**config.mk**
```make
export PLATFORM = sky130hd
export DESIGN_NAME = zc_phase_detector
export DESIGN_NICKNAME = d
export VERILOG_FILES = /design/src/rtl/zcpd_pkg.sv /design/src/rtl/zcpd_window.sv /design/src/rtl/zcpd_capture.sv /design/src/rtl/zcpd_nudge.sv /design/src/rtl/zc_phase_detector.sv
export SDC_FILE = /design/constraint.sdc
export NUM_CORES = 1
export LEC_CHECK = 0
export BUFFER_PORTS_ARGS = -buffer_cell sky130_fd_sc_hd__buf_2
export CORE_UTILIZATION = 25
export CTS_BUF_LIST = sky130_fd_sc_hd__clkbuf_4
export CTS_CLUSTER_SIZE = 28
export DETAILED_ROUTE_END_ITERATION = 12
export PLACE_DENSITY = 0.45
export SLEW_MARGIN = 20
export SYNTH_ARGS = -nofsm -noshare
export SYNTH_HDL_FRONTEND = slang
export SYNTH_SLANG_ARGS = --single-unit
```
**constraint.sdc**
```tcl
create_clock -name clk -period 2.26 [get_ports clk]
set_input_delay 0.113 -clock clk [delete_from_list [all_inputs] [get_ports clk]]
set_output_delay 0.113 -clock clk [all_outputs]
set_load 0.05 [all_outputs]
```
**src/rtl/zcpd_pkg.sv**
```systemverilog
package zcpd_pkg;
   typedef enum logic [1:0] {
      NUDGE_NONE = 2'd0,
      NUDGE_UP   = 2'd1,
      NUDGE_DN   = 2'd2
   } nudge_e;
endpackage

```
**src/rtl/zcpd_window.sv**
```systemverilog
module zcpd_window #(
   parameter int CNT_W     = 10,
   parameter int BLANK_CYC = 100
) (
   input  logic             clk,
   input  logic             rst_n,
   input  logic             en,
   input  logic             lo,
   output logic             fall,
   output logic             open_win,
   output logic [CNT_W-1:0] tick
);
   localparam logic [CNT_W-1:0] CNT_MAX = {CNT_W{1'b1}};
   localparam logic [CNT_W-1:0] BLANK_T = CNT_W'(BLANK_CYC);

   logic             lo_q;
   logic             running;
   logic [CNT_W-1:0] cnt;
   logic             rise;

   assign rise     = en & lo & ~lo_q;
   assign fall     = en & running & ~lo;
   assign tick     = rise ? '0 : cnt;
   assign open_win = en & lo & (rise | running) & (tick >= BLANK_T);

   always_ff @(posedge clk or negedge rst_n) begin
      if (!rst_n) begin
         lo_q    <= 1'b0;
         running <= 1'b0;
         cnt     <= '0;
      end else begin
         lo_q <= lo;
         if (!en) begin
            running <= 1'b0;
            cnt     <= '0;
         end else if (rise) begin
            running <= 1'b1;
            cnt     <= CNT_W'(1);
         end else if (fall) begin
            running <= 1'b0;
         end else if (running && cnt != CNT_MAX) begin
            cnt <= cnt + 1'b1;
         end
      end
   end

   // the window is never open on the first cycle of an on-time
   p_blank_rise_r1: assert property (@(posedge clk) disable iff (!rst_n)
      (en && lo && !lo_q) |-> !open_win);
endmodule

```
**src/rtl/zcpd_capture.sv**
```systemverilog
module zcpd_capture #(
   parameter int CNT_W     = 10,
   parameter int BLANK_CYC = 100
) (
   input  logic             clk,
   input  logic             rst_n,
   input  logic             en,
   input  logic             open_win,
   input  logic             zc,
   input  logic             fall,
   input  logic [CNT_W-1:0] tick,
   output logic             done,
   output logic [CNT_W-1:0] cap,
   output logic [CNT_W-1:0] meas_phase,
   output logic             meas_valid
);
   logic got;

   assign done = fall & got;

   always_ff @(posedge clk or negedge rst_n) begin
      if (!rst_n) begin
         got        <= 1'b0;
         cap        <= '0;
         meas_phase <= '0;
         meas_valid <= 1'b0;
      end else if (!en) begin
         got        <= 1'b0;
         meas_phase <= '0;
         meas_valid <= 1'b0;
      end else begin
         meas_valid <= done;
         if (done) meas_phase <= cap;
         if (fall) begin
            got <= 1'b0;
         end else if (open_win && zc && !got) begin
            got <= 1'b1;
            cap <= tick;
         end
      end
   end

   // the strobe lasts one cycle
   p_valid_single_r4: assert property (@(posedge clk) disable iff (!rst_n)
      meas_valid |=> !meas_valid);
   // the strobe follows the end of an on-time
   p_valid_after_fall_r4: assert property (@(posedge clk) disable iff (!rst_n)
      meas_valid |-> $past(fall));
   // a reported phase is never inside the blanking window
   p_meas_min_r2: assert property (@(posedge clk) disable iff (!rst_n)
      meas_valid |-> (meas_phase >= CNT_W'(BLANK_CYC)));
endmodule

```
**src/rtl/zcpd_nudge.sv**
```systemverilog
module zcpd_nudge
   import zcpd_pkg::*;
#(
   parameter int CNT_W     = 10,
   parameter int PULSE_CYC = 4
) (
   input  logic             clk,
   input  logic             rst_n,
   input  logic             en,
   input  logic             done,
   input  logic [CNT_W-1:0] cap,
   input  logic [CNT_W-1:0] ref_phase,
   output logic             up,
   output logic             dn
);
   nudge_e dir;

   always_comb begin
      if (cap < ref_phase)      dir = NUDGE_UP;
      else if (cap > ref_phase) dir = NUDGE_DN;
      else                      dir = NUDGE_NONE;
   end

   generate
      if (PULSE_CYC == 1) begin : g_single
         always_ff @(posedge clk or negedge rst_n) begin
            if (!rst_n) begin
               up <= 1'b0;
               dn <= 1'b0;
            end else begin
               up <= en & done & (dir == NUDGE_UP);
               dn <= en & done & (dir == NUDGE_DN);
            end
         end
      end else begin : g_count
         localparam int PW_W = $clog2(PULSE_CYC);
         localparam logic [PW_W-1:0] PW_LOAD = PW_W'(PULSE_CYC - 1);
         logic [PW_W-1:0] rem;
         always_ff @(posedge clk or negedge rst_n) begin
            if (!rst_n) begin
               up  <= 1'b0;
               dn  <= 1'b0;
               rem <= '0;
            end else if (!en) begin
               up  <= 1'b0;
               dn  <= 1'b0;
               rem <= '0;
            end else if (done) begin
               up  <= (dir == NUDGE_UP);
               dn  <= (dir == NUDGE_DN);
               rem <= (dir == NUDGE_NONE) ? '0 : PW_LOAD;
            end else if (rem != '0) begin
               rem <= rem - 1'b1;
            end else begin
               up <= 1'b0;
               dn <= 1'b0;
            end
         end
      end
   endgenerate

   // never both directions
   p_excl_r6: assert property (@(posedge clk) disable iff (!rst_n)
      !(up && dn));
   // a pulse only begins on a finished measurement
   p_start_r7: assert property (@(posedge clk) disable iff (!rst_n)
      ($rose(up) || $rose(dn)) |-> $past(done));
endmodule

```
**src/rtl/zc_phase_detector.sv**
```systemverilog
module zc_phase_detector #(
   parameter int CNT_W     = 10,
   parameter int BLANK_CYC = 100,
   parameter int PULSE_CYC = 4
) (
   input  logic             clk,
   input  logic             rst_n,
   input  logic             dim_en,
   input  logic             lo,
   input  logic             zc,
   input  logic [CNT_W-1:0] ref_phase,
   output logic             nudge_up,
   output logic             nudge_dn,
   output logic [CNT_W-1:0] meas_phase,
   output logic             meas_valid
);
   generate
      if (CNT_W < 2 || CNT_W > 20) begin : g_bad_w
         $error("CNT_W out of range");
      end
      if (BLANK_CYC < 1 || BLANK_CYC >= (1 << CNT_W) - 1) begin : g_bad_b
         $error("BLANK_CYC must fit below the counter limit");
      end
      if (PULSE_CYC < 1 || PULSE_CYC > 256) begin : g_bad_p
         $error("PULSE_CYC out of range");
      end
   endgenerate

   logic             fall;
   logic             open_win;
   logic [CNT_W-1:0] tick;
   logic             done;
   logic [CNT_W-1:0] cap;

   zcpd_window #(.CNT_W(CNT_W), .BLANK_CYC(BLANK_CYC)) u_win (
      .clk(clk), .rst_n(rst_n), .en(dim_en), .lo(lo),
      .fall(fall), .open_win(open_win), .tick(tick));

   zcpd_capture #(.CNT_W(CNT_W), .BLANK_CYC(BLANK_CYC)) u_cap (
      .clk(clk), .rst_n(rst_n), .en(dim_en), .open_win(open_win), .zc(zc),
      .fall(fall), .tick(tick), .done(done), .cap(cap),
      .meas_phase(meas_phase), .meas_valid(meas_valid));

   zcpd_nudge #(.CNT_W(CNT_W), .PULSE_CYC(PULSE_CYC)) u_ndg (
      .clk(clk), .rst_n(rst_n), .en(dim_en), .done(done), .cap(cap),
      .ref_phase(ref_phase), .up(nudge_up), .dn(nudge_dn));

   // idle outputs while dim mode is off
   p_idle_r8: assert property (@(posedge clk) disable iff (!rst_n)
      !dim_en |=> (!nudge_up && !nudge_dn && !meas_valid));
   // a pulse starts together with the strobe
   p_pulse_with_valid_r7: assert property (@(posedge clk) disable iff (!rst_n)
      ($rose(nudge_up) || $rose(nudge_dn)) |-> meas_valid);
endmodule

```
## After elaboration in Yosys (flattened, before gate mapping)

Cells that the tools add are included.

| operators by class | value |
|---|---|
| bitwise operators | 11 |
| $lt $le $gt $ge | 3 |
| reductions and logical operators | 8 |
| mux-type cells | 25 |
| $add $sub $neg | 2 |
| equality and inequality tests | 10 |

Operator list:

| operator | number |
|---|---|
| 10-bit two-way mux | 7 |
| 1-bit two-way mux | 12 |
| 2-bit two-way mux | 6 |
| 3-bit by 1-bit inequality test with 1-bit output, second input constant | 4 |
| 10-bit by 1-bit adder with 10-bit output, second input constant | 1 |
| 10-bit by 7-bit greater-or-equal comparator with 1-bit output, second input constant | 1 |
| 10-bit > comparator | 1 |
| 10-bit less-than comparator | 1 |
| 10-bit inequality test, second input constant | 1 |
| 1-bit AND | 7 |
| 3-bit inequality test, second input constant | 2 |
| 1-bit logical AND | 3 |
| 1-bit inverter | 3 |
| 3-bit AND reduction | 1 |
| 2-bit by 1-bit == test with 1-bit output, second input constant | 1 |
| 2-bit == test, second input constant | 1 |
| 2-bit logical NOT | 1 |
| 2-bit by 1-bit inequality test with 1-bit output, second input constant | 1 |
| 2-bit AND reduction | 1 |
| 2-bit nonzero test | 1 |
| 2-bit by 1-bit subtractor with 2-bit output, second input constant | 1 |
| 1-bit logical NOT | 1 |
| 1-bit bitwise OR | 1 |

| word-level totals | value |
|---|---|
| output and inout port bits | 13 |
| register bits | 38 |

## Logic depth before layout (Yosys ltp)

| logic depth | value |
|---|---|
| depth in word-level cells | 10 |
| gate-level depth with buffers | 6 |
| gate-level depth less buffers | 6 |

## Cells and area by module

From an unflattened synthesis, not the netlist that was laid out.

| unflattened totals | value |
|---|---|
| cell total of the unflattened synthesis | 219 |
| area total of the unflattened synthesis | 2,152.1 µm² |

Modules (own cells, without submodules):

| module | area an instance (µm²) | cells an instance | times used | seq. area each (µm²) |
|---|---|---|---|---|
| zcpd_capture | 883.3 | 73 | 1 | 550.5 |
| zcpd_window | 782.0 | 89 | 1 | 300.3 |
| zcpd_nudge | 486.7 | 57 | 1 | 100.1 |

## Worst setup path before layout

Ideal clock, no wire load.

| path | value |
|---|---|
| path type | reg-to-reg |
| from | register u_win.cnt[0] |
| to | register u_win.cnt[6] |
| data arrival time | 1.645 ns |
| setup slack | 0.493 ns |
| period minus slack after synthesis | 1.767 ns |
| stages on the path, launching flop included | 7 |
| data required time | 2.138 ns |
| cells stage by stage | dfrtp_1 > ha_1 > and4_1 > and2_1 > buf_2 > a221o_1 > a32o_1 |

| on the way | value |
|---|---|
| cells in the longest elaborated chain, start to end | 5 |
| elaborated cells between the ends (all ways) | 9 |

RTL lines:

| item | line | RTL |
|---|---|---|
| start: declaration | zcpd_window.sv:18 | `logic [CNT_W-1:0] cnt;` |
| start signal: assignment | zcpd_window.sv:42 | `cnt <= cnt + 1'b1;` |
| 10-bit by 1-bit adder with 10-bit output | zcpd_window.sv:42 |  |
| 10-bit two-way mux | zcpd_window.sv:41 | `end else if (running && cnt != CNT_MAX) begin` |
| 10-bit two-way mux | zcpd_window.sv:39 | `end else if (fall) begin` |
| 10-bit two-way mux | zcpd_window.sv:36 | `end else if (rise) begin` |
| 10-bit two-way mux | zcpd_window.sv:33 | `if (!en) begin` |

Several ways; a longest one is shown, not always the timed one. The select of a mux whose other input is x is not followed.
A chain may end at the register's enable or synchronous reset.

## Final worst setup path

| path | value |
|---|---|
| from | register u_win.cnt[1] |
| to | register u_win.cnt[7] |

Same word-level chain as after synthesis.

==> metrics.txt <==
outcome=finished clean; Slew Limit Fails=0; Area contributors post-synth=dfrtp_1 (46%), ha_1 (7.2%), nand2_1 (4.7%); final WL=4850 µm; Root Buffer=clkbuf_4; TritonCTS buffer count=5; Placeable Area=0.00789 mm²; Async S/R FF share, synth=100%; Final WS setup=0.328 ns; Ports=28; setup_tns=0 ns; cell taking the most area after synthesis=dfrtp_1; pin count of the biggest net entering global routing=39; Leak=0.00122 µW; DRC viols=0; hold path depth=3; highest clock rate=518 MHz; design area=0.00242 mm²; Int Power=911 µW; Post-Synthesis Cells=209; Final period util=85.5%; Post-DP HPWL=3540 µm; Antenna Violating Nets Remaining=0; First-pass DRT Iterations=4; # Post-CTS Setup Buffers=0; Clk network pwr share=28.5%; final setup vio count=0; Startpoint Class=flop; clk sinks=38; type of element capturing the critical path=flop; power share of the sequential group=56.3%; Comb power frac=15.2%; Yosys Warn Count=0; Worst Max-Slew Pin Slew=0.894 ns; Post-synth EDFFs=0; Worst Path Arrival=2.17 ns; FF-to-FF End=u_win.cnt[7]; hold endpoint=u_cap.meas_phase[8]; gpl congestion=0.774; final hold violations=0; CP Class=flop to flop; Sw Pwr=387 µW; crit-path leading delay family=simple AND/OR/NAND/NOR gates; Max VDD drop=147 µV; Power Density=537 mW/mm²; Avg Inst Size Synth=9.93 µm²; min cycle time layout=1.93 ns; Pwr Total=1300 µW; grt total ovfl=0; Reg clk slew, reported paths=0.14 ns; share of layout cells above drive strength 1=22.6%; max_cap viols=0; FF-to-FF Start=u_win.cnt[1]; # rows=32; wire length per cell=14.1 µm; Multi-input gate area=0.00101 mm²; die area=0.00867 mm²; number of distinct library cells after synthesis=42; synthesized net count=236; Die Y=93.1 µm; vias per cell=4.79; CP max FO=8; Worst Skew=0.0155 ns; antenna cells=0; worst path bufs/invs=0; Core Util, Final=30.6%; Hold Path Origin=dim_en; reg2reg setup slack=0.33 ns; die width=93.1 µm; RSZ-0062 raised after global routing=false; Worst slew margin=40.4%; register area=951 µm²; type of the worst min-delay path=input port to flop; first-pass GRT wire length=8220 µm; commonest non-fill, non-tap cells in the layout=dfrtp_1 (38), buf_2 (27), nand2_1 (26); crit-path max cell delay=0.48 ns; synthesized area=0.00208 mm²; Port Buffer Count=27; placed cell area=0.00234 mm²; vias in the first global route=1649; commonest non-fill, non-tap cell in the layout=dfrtp_1; critical path cell sequence=ha_1, and4_1, and2_1, a21oi_2, a32o_1; area delta synth->final=16.5%; nets@finish=269; DRT iter0 DRCs=63; Place WS=0.329 ns; initial antenna violation count=0; Starting Density=26.3%; switch share=29.8%; R2R cell count=5; CTS tree=built; deepest clock path buffer count=2; slowest cell on the critical path=dfrtp_1; Filler cells=828; clk_lat worst skew=0.36 ns; required time of the worst setup path=2.50 ns; #FFs+latches synth=38; Total GRT Usage=12.2%; Primary FF master, synth=dfrtp_1; sequential fraction of the synthesis area=45.8%; H-Tree Depth=2; Via Count=1652; share of the synthesized area in the top cell type=45.8%
## how the worst max path moves through the flow
stage | start | end | cells past startpoint
2_1_floorplan | u_win.cnt[0] | u_win.cnt[6] | 6
5_1_grt | u_win.cnt[5] | u_cap.cap[9] | 4
3_5_place_dp | u_win.cnt[5] | u_cap.cap[5] | 4
6_report | u_win.cnt[1] | u_win.cnt[7] | 5
4_1_cts | u_win.cnt[5] | u_cap.cap[9] | 4
3_3_place_gp | u_win.cnt[5] | u_cap.cap[3] | 4
## power groups by stage
stage	combinational [µW]	clock (µW)	sequential, µW
6_report	198	370	730
5_1_grt	231	415	735
4_1_cts	202	389	730
3_5_place_dp	199	0	743
3_3_place_gp	193	0	742
2_1_floorplan	129	0	737
## stage by stage
step,hold WS [ns],instances
final,0.162,345
after global routing,0.176,345
after CTS,0.146,345
after detailed placement,0.297,335
after global placement,0.292,335
after floorplan,-0.183,209
## cell families after synthesis
family	count (synthesis)	synth area share, %
and+or+nand+nor	75	18.7
AOI/OAI and AO/OA	38	14.8
DFF	38	45.8
buffers and inverters	31	5.73
muxes	15	7.72
adders and majority gates	12	7.23
## registers in the layout, summed over array words and instances, names as in the netlist
register,cells
u_cap.got,1
u_cap.cap,10
u_win.lo_q,1
u_ndg.g_count.rem,2
u_cap.meas_valid,1
u_ndg.up,1
u_ndg.dn,1
u_win.running,1
u_cap.meas_phase,10
u_win.cnt,10
## cell usage after synthesis (2+ instances only)
library cell,instances
nand3_1,17
a221o_1,3
a21oi_1,2
and3_1,2
or3_1,4
and2_1,2
o211ai_1,2
a32o_1,3
nand2_1,26
ha_1,12
nand2b_1,2
nor2b_1,2
clkbuf_1,5
o21ai_0,11
mux2i_1,7
nor2_1,7
inv_1,23
a211oi_1,5
mux2_2,8
a22o_1,2
buf_2,2
nor3_1,2
dfrtp_1,38
nand4_1,4
## layer usage
layer / up-vias / share of wire, % / GRT usage (%)
li1: 819 / - / -
met5: - / 0 / 0
met4: 0 / 1.1 / 3.08
met3: 5 / 4.4 / 3.01
met1: 789 / 50 / 16.5
met2: 39 / 44 / 19.5
## what timing repair did
action,4_1_cts,5_1_grt
gates resized for setup,0,0
hold buffers,2,0
endpoints found under the hold margin,39,0
setup endpoints to repair,0,0
## area by class of cell
type	instances	share of cell area (%)
multi-input cells	140	41.6
inverters	23	3.57
repair buffers	34	7.97
clock inverters	3	0.673
clock buffers	5	1.55
flip-flops and latches	38	39.3
well taps	102	5.28
## tightest hold or removal path, delay by kind of cell
kind	cells	cell delay, ns
buf+inv	1	0.22
simple gates	2	0.16
No activity file was read; power rests on OpenSTA's default activity.
